`config.mk`:
```
export PLATFORM = sky130hd
export DESIGN_NAME = prio_vector_intc
export DESIGN_NICKNAME = d
export VERILOG_FILES = /design/src/rtl/intc_pkg.sv /design/src/rtl/intc_src_reg.sv /design/src/rtl/intc_arbiter.sv /design/src/rtl/intc_trap_unit.sv /design/src/rtl/prio_vector_intc.sv
export SDC_FILE = /design/constraint.sdc
export NUM_CORES = 1
export LEC_CHECK = 0
export BUFFER_PORTS_ARGS = -buffer_cell sky130_fd_sc_hd__buf_2
export CELL_PAD_IN_SITES_DETAIL_PLACEMENT = 1
export CELL_PAD_IN_SITES_GLOBAL_PLACEMENT = 2
export CORE_ASPECT_RATIO = 1.25
export CORE_MARGIN = 4
export CORE_UTILIZATION = 40
export CTS_CLUSTER_SIZE = 20
export DETAILED_ROUTE_END_ITERATION = 10
export GPL_TIMING_DRIVEN = 0
export PLACE_DENSITY = 0.84
export SLEW_MARGIN = 20
export SYNTH_ARGS = -nofsm -noshare
export SYNTH_HDL_FRONTEND = slang
export SYNTH_SLANG_ARGS = --single-unit
```
`constraint.sdc`:
```
create_clock -name clk -period 6.4 [get_ports clk]
set_input_delay 0.96 -clock clk [delete_from_list [all_inputs] [get_ports clk]]
set_output_delay 0.96 -clock clk [all_outputs]
set_load 0.05 [all_outputs]
```
`src/rtl/intc_pkg.sv`:
```
package intc_pkg;
  localparam int DATA_W = 8;
  localparam int VEC_W  = 16;
  localparam int TRAP_W = 7;
  localparam int PEND_BIT = 7;
  localparam int ENA_BIT  = 6;

  typedef enum logic [1:0] {GK_NONE, GK_EXC, GK_SW, GK_IRQ} gnt_kind_e;

  function automatic logic [TRAP_W-1:0] src_trap_num(input int idx);
    case (idx)
      0:       return 7'h17;
      1:       return 7'h21;
      2:       return 7'h20;
      3:       return 7'h29;
      default: return 7'h30 + TRAP_W'(idx);
    endcase
  endfunction

  function automatic logic [VEC_W-1:0] trap_to_vec(input logic [TRAP_W-1:0] num);
    return {{(VEC_W-TRAP_W-2){1'b0}}, num, 2'b00};
  endfunction
endpackage

```
`src/rtl/intc_src_reg.sv`:
```
module intc_src_reg #(
  parameter int PRIO_W = 4
) (
  input  logic                     clk,
  input  logic                     rst_n,
  input  logic                     strobe,
  input  logic                     ack_clr,
  input  logic                     wr_en,
  input  logic [intc_pkg::DATA_W-1:0] wdata,
  output logic                     pend,
  output logic                     ena,
  output logic [PRIO_W-1:0]        prio
);
  logic              pend_d, ena_d;
  logic [PRIO_W-1:0] prio_d;

  // Strobe beats acknowledge, acknowledge beats a software write.
  always_comb begin
    pend_d = pend;
    ena_d  = ena;
    prio_d = prio;
    if (wr_en) begin
      pend_d = wdata[intc_pkg::PEND_BIT];
      ena_d  = wdata[intc_pkg::ENA_BIT];
      prio_d = wdata[PRIO_W-1:0];
    end
    if (ack_clr) pend_d = 1'b0;
    if (strobe)  pend_d = 1'b1;
  end

  always_ff @(posedge clk or negedge rst_n) begin
    if (!rst_n) begin
      pend <= 1'b0;
      ena  <= 1'b0;
      prio <= '0;
    end else begin
      pend <= pend_d;
      ena  <= ena_d;
      prio <= prio_d;
    end
  end
endmodule

```
`src/rtl/intc_arbiter.sv`:
```
module intc_arbiter #(
  parameter int NUM_SRC = 27,
  parameter int PRIO_W  = 4,
  localparam int IDX_W  = $clog2(NUM_SRC)
) (
  input  logic [NUM_SRC-1:0]        pend_vec,
  input  logic [NUM_SRC-1:0]        ena_vec,
  input  logic [NUM_SRC*PRIO_W-1:0] prio_flat,
  input  logic [PRIO_W-1:0]         cpu_prio,
  output logic                      any,
  output logic [IDX_W-1:0]          win_idx
);
  logic [PRIO_W-1:0] best;
  logic [PRIO_W-1:0] lvl;

  // Strict compare keeps the lowest index on ties.
  always_comb begin
    any     = 1'b0;
    best    = '0;
    win_idx = '0;
    lvl     = '0;
    for (int i = 0; i < NUM_SRC; i++) begin
      lvl = prio_flat[i*PRIO_W +: PRIO_W];
      if (pend_vec[i] && ena_vec[i] && (lvl > cpu_prio) && (!any || lvl > best)) begin
        any     = 1'b1;
        best    = lvl;
        win_idx = IDX_W'(i);
      end
    end
  end
endmodule

```
`src/rtl/intc_trap_unit.sv`:
```
module intc_trap_unit #(
  parameter int NUM_EXC = 4
) (
  input  logic                        clk,
  input  logic                        rst_n,
  input  logic [NUM_EXC-1:0]          exc_in,
  input  logic                        sw_req,
  input  logic [intc_pkg::TRAP_W-1:0] sw_num,
  input  logic                        flag_wr,
  input  logic [NUM_EXC-1:0]          flag_wdata,
  input  logic                        ack_exc,
  input  logic                        ack_sw,
  output logic                        exc_pend,
  output logic                        sw_pend,
  output logic [intc_pkg::TRAP_W-1:0] sw_num_q,
  output logic [NUM_EXC-1:0]          flags
);
  logic [NUM_EXC-1:0] flags_d;
  logic               exc_pend_d, sw_pend_d, sw_load;

  always_comb begin
    flags_d = flags;
    if (flag_wr) flags_d = flags & flag_wdata;
    flags_d = flags_d | exc_in;

    exc_pend_d = exc_pend;
    if (ack_exc)  exc_pend_d = 1'b0;
    if (|exc_in)  exc_pend_d = 1'b1;

    sw_load   = sw_req && !sw_pend;
    sw_pend_d = sw_pend;
    if (ack_sw)       sw_pend_d = 1'b0;
    else if (sw_load) sw_pend_d = 1'b1;
  end

  always_ff @(posedge clk or negedge rst_n) begin
    if (!rst_n) begin
      flags    <= '0;
      exc_pend <= 1'b0;
      sw_pend  <= 1'b0;
      sw_num_q <= '0;
    end else begin
      flags    <= flags_d;
      exc_pend <= exc_pend_d;
      sw_pend  <= sw_pend_d;
      if (sw_load) sw_num_q <= sw_num;
    end
  end
endmodule

```
`src/rtl/prio_vector_intc.sv`:
```
module prio_vector_intc #(
  parameter int NUM_SRC  = 27,
  parameter int PRIO_W   = 4,
  parameter int NUM_EXC  = 4,
  parameter int REG_AW   = 7,
  parameter logic [REG_AW-1:0] FLAG_ADDR = 7'h7F,
  parameter logic [6:0] EXC_TRAP = 7'h0A
) (
  input  logic                        clk,
  input  logic                        rst_n,
  input  logic [NUM_SRC-1:0]          irq_strobe,
  input  logic [PRIO_W-1:0]           cpu_prio,
  input  logic                        reg_wr,
  input  logic [REG_AW-1:0]           reg_addr,
  input  logic [intc_pkg::DATA_W-1:0] reg_wdata,
  output logic [intc_pkg::DATA_W-1:0] reg_rdata,
  input  logic                        sw_trap_req,
  input  logic [intc_pkg::TRAP_W-1:0] sw_trap_num,
  input  logic [NUM_EXC-1:0]          exc_in,
  input  logic                        int_ack,
  output logic                        int_req,
  output logic [intc_pkg::VEC_W-1:0]  int_vec
);
  import intc_pkg::*;
  localparam int IDX_W = $clog2(NUM_SRC);

  logic rst_s1, rst_core_n;
  always_ff @(posedge clk or negedge rst_n) begin
    if (!rst_n) begin
      rst_s1     <= 1'b0;
      rst_core_n <= 1'b0;
    end else begin
      rst_s1     <= 1'b1;
      rst_core_n <= rst_s1;
    end
  end

  logic [NUM_SRC-1:0]        pend_vec, ena_vec, src_wr, ack_clr;
  logic [NUM_SRC*PRIO_W-1:0] prio_flat;
  logic                      irq_any;
  logic [IDX_W-1:0]          win_idx;
  logic                      exc_pend, sw_pend;
  logic [TRAP_W-1:0]         sw_num_q;
  logic [NUM_EXC-1:0]        tfr_q;

  gnt_kind_e         kind_q, kind_d;
  logic [IDX_W-1:0]  idx_q, idx_d;
  logic              req_d;
  logic [VEC_W-1:0]  vec_d;
  logic              ack_fire;

  assign ack_fire = int_ack && int_req;

  always_comb begin
    for (int i = 0; i < NUM_SRC; i++) begin
      src_wr[i]  = reg_wr && (reg_addr == REG_AW'(i));
      ack_clr[i] = ack_fire && (kind_q == GK_IRQ) && (idx_q == IDX_W'(i));
    end
  end

  for (genvar g = 0; g < NUM_SRC; g++) begin : g_src
    intc_src_reg #(.PRIO_W(PRIO_W)) u_reg (
      .clk     (clk),
      .rst_n   (rst_core_n),
      .strobe  (irq_strobe[g]),
      .ack_clr (ack_clr[g]),
      .wr_en   (src_wr[g]),
      .wdata   (reg_wdata),
      .pend    (pend_vec[g]),
      .ena     (ena_vec[g]),
      .prio    (prio_flat[g*PRIO_W +: PRIO_W])
    );
  end

  intc_arbiter #(.NUM_SRC(NUM_SRC), .PRIO_W(PRIO_W)) u_arb (
    .pend_vec  (pend_vec),
    .ena_vec   (ena_vec),
    .prio_flat (prio_flat),
    .cpu_prio  (cpu_prio),
    .any       (irq_any),
    .win_idx   (win_idx)
  );

  intc_trap_unit #(.NUM_EXC(NUM_EXC)) u_trap (
    .clk        (clk),
    .rst_n      (rst_core_n),
    .exc_in     (exc_in),
    .sw_req     (sw_trap_req),
    .sw_num     (sw_trap_num),
    .flag_wr    (reg_wr && (reg_addr == FLAG_ADDR)),
    .flag_wdata (reg_wdata[NUM_EXC-1:0]),
    .ack_exc    (ack_fire && (kind_q == GK_EXC)),
    .ack_sw     (ack_fire && (kind_q == GK_SW)),
    .exc_pend   (exc_pend),
    .sw_pend    (sw_pend),
    .sw_num_q   (sw_num_q),
    .flags      (tfr_q)
  );

  // Grant selection: exception, then software trap, then peripherals.
  always_comb begin
    req_d  = int_req;
    vec_d  = int_vec;
    kind_d = kind_q;
    idx_d  = idx_q;
    if (ack_fire) begin
      req_d  = 1'b0;
      kind_d = GK_NONE;
    end else if (!int_req) begin
      if (exc_pend) begin
        req_d  = 1'b1;
        kind_d = GK_EXC;
        vec_d  = trap_to_vec(EXC_TRAP);
      end else if (sw_pend) begin
        req_d  = 1'b1;
        kind_d = GK_SW;
        vec_d  = trap_to_vec(sw_num_q);
      end else if (irq_any) begin
        req_d  = 1'b1;
        kind_d = GK_IRQ;
        idx_d  = win_idx;
        vec_d  = trap_to_vec(src_trap_num(int'(win_idx)));
      end
    end
  end

  always_ff @(posedge clk or negedge rst_core_n) begin
    if (!rst_core_n) begin
      int_req <= 1'b0;
      int_vec <= '0;
      kind_q  <= GK_NONE;
      idx_q   <= '0;
    end else begin
      int_req <= req_d;
      int_vec <= vec_d;
      kind_q  <= kind_d;
      idx_q   <= idx_d;
    end
  end

  always_comb begin
    reg_rdata = '0;
    if (reg_addr == FLAG_ADDR) begin
      reg_rdata = DATA_W'(tfr_q);
    end else begin
      for (int i = 0; i < NUM_SRC; i++) begin
        if (reg_addr == REG_AW'(i))
          reg_rdata = {pend_vec[i], ena_vec[i], {(DATA_W-2-PRIO_W){1'b0}},
                       prio_flat[i*PRIO_W +: PRIO_W]};
      end
    end
  end
endmodule

```
==> flow_summary.html <==
<table>
<tr><th>Metric</th><th>Value</th></tr>
<tr><th colspan="2">Placed design</th></tr>
<tr><td>Number of cells in the design after placement</td><td>~2.6k</td></tr>
<tr><td>Routability cong.</td><td>0.911</td></tr>
<tr><td>Port buffer count</td><td>66</td></tr>
<tr><td>Final HPWL DP</td><td>between 50,000 and 60,000 microns</td></tr>
<tr><th colspan="2">Clocking</th></tr>
<tr><td>Max Buffers Root-to-Sink</td><td>2</td></tr>
<tr><td>Number of hold-repair buffers added at the cts stage</td><td>0</td></tr>
<tr><td>CTS tree</td><td>yes</td></tr>
<tr><td>Number of H-tree branching levels</td><td>4</td></tr>
<tr><td>Clock Sinks</td><td>192</td></tr>
<tr><td>Number of buffers created by CTS</td><td>17</td></tr>
<tr><td>Clock Pin Slew Worst Setup and Hold Paths</td><td>0.08 ns</td></tr>
<tr><td>Clock Latency Late Sink</td><td>0.45 ns</td></tr>
<tr><td>Root Buffer Master</td><td>sky130_fd_sc_hd__clkbuf_16</td></tr>
<tr><th colspan="2">Route</th></tr>
<tr><td>Wire length per cell after detailed routing</td><td>26.7 microns</td></tr>
<tr><td>Starting DRT DRC Count</td><td>1,010</td></tr>
<tr><td>Average vias per placed instance</td><td>6.31</td></tr>
<tr><td>Overall via count from detail_route</td><td>18.2k</td></tr>
<tr><td>Post-detailed-route count of antenna-violating nets</td><td>0</td></tr>
<tr><td>Final Routed Wirelength</td><td>about 77,000 microns</td></tr>
<tr><td>Detailed Routing Iterations Pass 1</td><td>5</td></tr>
<tr><td># DRC</td><td>0</td></tr>
<tr><th colspan="2">STA</th></tr>
<tr><td>RSZ-0062 raised after global routing</td><td>yes</td></tr>
<tr><td>Timing-limited maximum frequency</td><td>23.6 MHz</td></tr>
<tr><td>Final Max Slew Viols</td><td>0</td></tr>
<tr><td>Post-Route Setup TNS</td><td>-429.44 ns</td></tr>
<tr><td>Normalized max-slew margin</td><td>approximately 22%</td></tr>
<tr><td>Time the worst path needs with I/O delays and setup</td><td>42.39 ns</td></tr>
<tr><td>Hold Fails Final Rpt</td><td>0</td></tr>
<tr><td>Setup Skew</td><td>approximately 0.012 ns</td></tr>
<tr><td>Count of endpoints failing setup in the final report</td><td>12</td></tr>
<tr><td>Final period util</td><td>662%</td></tr>
<tr><td>Worst slew pin tran</td><td>1.16 ns</td></tr>
<tr><td>Smallest hold slack</td><td>0.278 ns</td></tr>
<tr><td>Post-route worst setup slack</td><td>-35.99 ns</td></tr>
<tr><th colspan="2">Global routing</th></tr>
<tr><td>Maximum number of pins on one net before global-route repair</td><td>54</td></tr>
<tr><td>Total GRT Usage</td><td>30.4%</td></tr>
<tr><td>Number of antenna violations at the first check in global routing</td><td>2</td></tr>
<tr><td>Total gr overflow</td><td>0</td></tr>
<tr><td>Vias in the first global route</td><td>19.5k</td></tr>
<tr><td>Global-route wire length before repair</td><td>114,000 microns</td></tr>
<tr><th colspan="2">Cells and area</th></tr>
<tr><td>Count of non-filler cells in the finished layout</td><td>2,887</td></tr>
<tr><td>Area growth from synthesis to final layout</td><td>34.9%</td></tr>
<tr><td>Count of antenna diodes in the layout</td><td>0</td></tr>
<tr><td>Nets</td><td>2,566</td></tr>
<tr><td>Proportion of layout cells with a drive suffix above 1</td><td>38.3%</td></tr>
<tr><td>Post-layout util</td><td>54.6%</td></tr>
<tr><th colspan="2">Synthesis</th></tr>
<tr><td>Portion of the post-synthesis area used by sequential elements</td><td>~28%</td></tr>
<tr><td>Cell types with the largest area share after synthesis</td><td>sky130_fd_sc_hd__dfrtp_1 (28%), sky130_fd_sc_hd__ha_1 (14%), sky130_fd_sc_hd__mux2_2 (9.3%)</td></tr>
<tr><td>Main combinational cell family by area after synthesis</td><td>compound AO/OA/AOI/OAI gates</td></tr>
<tr><td>Most frequently used cell type in the post-synthesis netlist</td><td>sky130_fd_sc_hd__ha_1</td></tr>
<tr><td>Number of synthesized register bits</td><td>192</td></tr>
<tr><td>Post-synthesis cell type count</td><td>slightly below 100</td></tr>
<tr><td>Main synth FF type</td><td>sky130_fd_sc_hd__dfrtp_1</td></tr>
<tr><td>Share of synthesized area spent on multiplexers</td><td>13.7%</td></tr>
<tr><td>Synth Area in Compound Gates</td><td>23.3%</td></tr>
<tr><td>Number of cells produced by synthesis</td><td>1,944</td></tr>
<tr><td>Number of enable-type register cells in the synthesized netlist</td><td>0</td></tr>
<tr><td>Mapped Avg Cell Area</td><td>8.98 sq um</td></tr>
<tr><td>Warnings, synthesis</td><td>0</td></tr>
<tr><td>Post-synthesis xor/xnor area fraction</td><td>0%</td></tr>
<tr><td>Adder-Cell Fraction of Synth Area</td><td>between 10% and 20%</td></tr>
<tr><td>Cell taking the most area after synthesis</td><td>sky130_fd_sc_hd__dfrtp_1</td></tr>
<tr><td>Synthesized area</td><td>0.0175 sq mm</td></tr>
<tr><td>Asr flop ratio synth</td><td>100%</td></tr>
<tr><td>Simple-gate share of the synthesized area</td><td>17.1%</td></tr>
<tr><td>Fraction of post-synthesis cell area in the top cell type by area</td><td>between 20 and 30%</td></tr>
<tr><td>Leading cell types by count after synthesis</td><td>sky130_fd_sc_hd__ha_1 (194), sky130_fd_sc_hd__dfrtp_1 (192), sky130_fd_sc_hd__nand2_1 (147), sky130_fd_sc_hd__mux2_2 (144), sky130_fd_sc_hd__a21oi_1 (129)</td></tr>
<tr><th colspan="2">Power</th></tr>
<tr><td>Areal power density over the cells</td><td>around 230 mW/mm^2</td></tr>
<tr><td>Worst supply voltage drop on vdd</td><td>0.195 mV</td></tr>
<tr><td>Leakage power</td><td>10.4 nW</td></tr>
<tr><th colspan="2">Floorplanning</th></tr>
<tr><td>Starting density of the core</td><td>40.5%</td></tr>
<tr><td>Die width</td><td>between 150 and 200 microns</td></tr>
<tr><td>Total die area</td><td>~0.047 sq mm</td></tr>
<tr><td>Core region area</td><td>about 0.043 sq mm</td></tr>
<tr><td>Count of boundary I/O pins</td><td>87</td></tr>
<tr><td>Die height</td><td>around 240 microns</td></tr>
<tr><td>Total number of placement rows</td><td>85</td></tr>
<tr><th colspan="2">Critical path</th></tr>
<tr><td>Endpoint arrival time on the critical path</td><td>about 43 ns</td></tr>
<tr><td>Top cell by count, worst path</td><td>sky130_fd_sc_hd__buf_4</td></tr>
<tr><td>Number of gates on the worst path with buffers counted</td><td>242</td></tr>
<tr><td>WS Path Type</td><td>in2reg</td></tr>
<tr><td>Worst Setup End Kind</td><td>flip-flop</td></tr>
<tr><td>CP Max Fanout</td><td>8</td></tr>
<tr><td>Delay of the slowest cell on the worst path</td><td>0.49 ns</td></tr>
<tr><td>Type of element launching the critical path</td><td>primary input</td></tr>
<tr><td>Slowest-stage cell, CP</td><td>sky130_fd_sc_hd__or4b_4</td></tr>
<tr><td>Kind of cell adding the most delay to the critical path</td><td>compound AO/OA/AOI/OAI gates</td></tr>
<tr><td>Number of buffer and inverter stages on the critical path</td><td>50</td></tr>
<tr><td>Reg2reg path depth</td><td>240</td></tr>
<tr><td>Worst path required time</td><td>6.76 ns</td></tr>
<tr><th colspan="2">Run</th></tr>
<tr><td>Max-cap check violation count</td><td>0</td></tr>
<tr><th colspan="2">Min path</th></tr>
<tr><td>Worst hold-check path type</td><td>in2async</td></tr>
<tr><th colspan="2">Run status</th></tr>
<tr><td>Status</td><td>complete, but fails checks</td></tr>
<tr><td>Failing checks</td><td>setup timing</td></tr>
</table>
==> stage by stage <==
stage | power, W | worst slack (ns) | instance area (sq um)
floorplan | 0.00285 | -32.66 | 18100
detailed placement | 0.00342 | -39.28 | 19200
global placement | 0.00332 | -38.06 | 19100
CTS | 0.00503 | -34.30 | 22400
finish | 0.00544 | -35.99 | 23500
global route | 0.00573 | -37.68 | 23500
==> worst register-to-register path, delay by kind of cell, from the launching register on <==
kind | cells | cell delay (ns)
AOI/OAI and AO/OA | 108 | 18.64
and+or+nand+nor | 50 | 7.75
adders and majority gates | 27 | 7.25
buffers and inverters | 48 | 5.96
muxes | 7 | 2.03
DFF | 1 | 0.49
==> cells in the final DEF (no fill, tap or decap), types with 14 or more instances in the layout <==
cell	synthesis	layout
sky130_fd_sc_hd__ha_1	194	144
sky130_fd_sc_hd__nand3_1	71	60
sky130_fd_sc_hd__a21oi_4	0	14
sky130_fd_sc_hd__nor3_1	29	19
sky130_fd_sc_hd__mux2_2	144	132
sky130_fd_sc_hd__a21o_1	22	19
sky130_fd_sc_hd__buf_2	4	64
sky130_fd_sc_hd__ha_4	0	40
sky130_fd_sc_hd__dfrtp_1	192	191
sky130_fd_sc_hd__nand4_1	40	40
sky130_fd_sc_hd__clkbuf_16	0	17
sky130_fd_sc_hd__buf_4	13	262
sky130_fd_sc_hd__clkbuf_1	51	45
sky130_fd_sc_hd__nand2_1	147	132
sky130_fd_sc_hd__o21ai_2	0	15
sky130_fd_sc_hd__o22ai_1	22	16
sky130_fd_sc_hd__mux2i_1	47	39
sky130_fd_sc_hd__o21ai_1	4	19
sky130_fd_sc_hd__o211ai_1	31	31
sky130_fd_sc_hd__nor2_1	121	106
sky130_fd_sc_hd__buf_6	1	21
sky130_fd_sc_hd__o21a_1	39	37
sky130_fd_sc_hd__inv_1	108	89
sky130_fd_sc_hd__a21oi_1	129	78
sky130_fd_sc_hd__o21bai_1	31	31
sky130_fd_sc_hd__nor2b_1	55	45
sky130_fd_sc_hd__nand2b_1	36	34
sky130_fd_sc_hd__a21oi_2	2	39
sky130_fd_sc_hd__o21ai_0	106	75
==> area by class of cell <==
type / instances / area (sq um)
inverters: 108 / 424
repair buffers: 335 / 2510
clock inverters: 12 / 125
plain buffers: 73 / 415
repair inverters: 3 / 17.5
flip-flops and latches: 192 / 4810
multi-input cells: 1580 / 14100
fillers: 4838 / 19500
well taps: 565 / 707
clock buffers: 19 / 443
==> routing by layer <==
layer | routed length [microns] | global-route usage (%)
met5 | 27 | 0
met3 | 3050 | 3.56
met1 | 29500 | 35.2
met4 | 4050 | 13.1
met2 | 40600 | 56.2
==> flip-flops by register name, summed over array words and instances (netlist names) <==
signal,cells
int_vec,7
u_trap.sw_pend,1
u_trap.flags,4
kind_q,2
rst_s1,1
int_req,1
g_src.u_reg.prio,108
idx_q,5
g_src.u_reg.ena,27
rst_core_n,1
u_trap.sw_num_q,7
u_trap.exc_pend,1
g_src.u_reg.pend,27
==> where the power goes <==
| part | leakage, nW | switching [W] | internal, W | total [W] |
|---|---|---|---|---|
| clock network | 0.270 | 0.000522 | 0.000556 | 0.00108 |
| registers | 2.35 | 0.000162 | 0.00130 | 0.00146 |
| logic | 7.76 | 0.00153 | 0.00137 | 0.00290 |
| total | 10.4 | 0.00221 | 0.00323 | 0.00544 |
==> kinds of logic after synthesis <==
group / Yosys count
other cells: 2
buf+inv: 182
mux: 204
simple gates: 586
compound gates: 581
flops: 192
fa+ha+maj: 197
==> worst paths after layout <==
kind,endpoint,slack (ns),from
max reg2reg,int_vec[6],-35.83,g_src[0].u_reg.prio[1]
min,rst_core_n,0.28,rst_n
min reg2reg,rst_core_n,0.35,rst_s1
max in group asynchronous,g_src[7].u_reg.pend,5.00,rst_core_n
min in group clk,rst_core_n,0.35,rst_s1
max,int_vec[6],-35.99,cpu_prio[1]
==> timing repair <==
| item | in CTS | in global routing |
|---|---|---|
| gates resized for setup | 195 | 157 |
| cloned | 5 | 0 |
| pin swaps | 139 | 154 |
| setup endpoints to repair | 15 | 18 |
| buffers inserted | 212 | 56 |
Power figures use the tool's default switching activity.
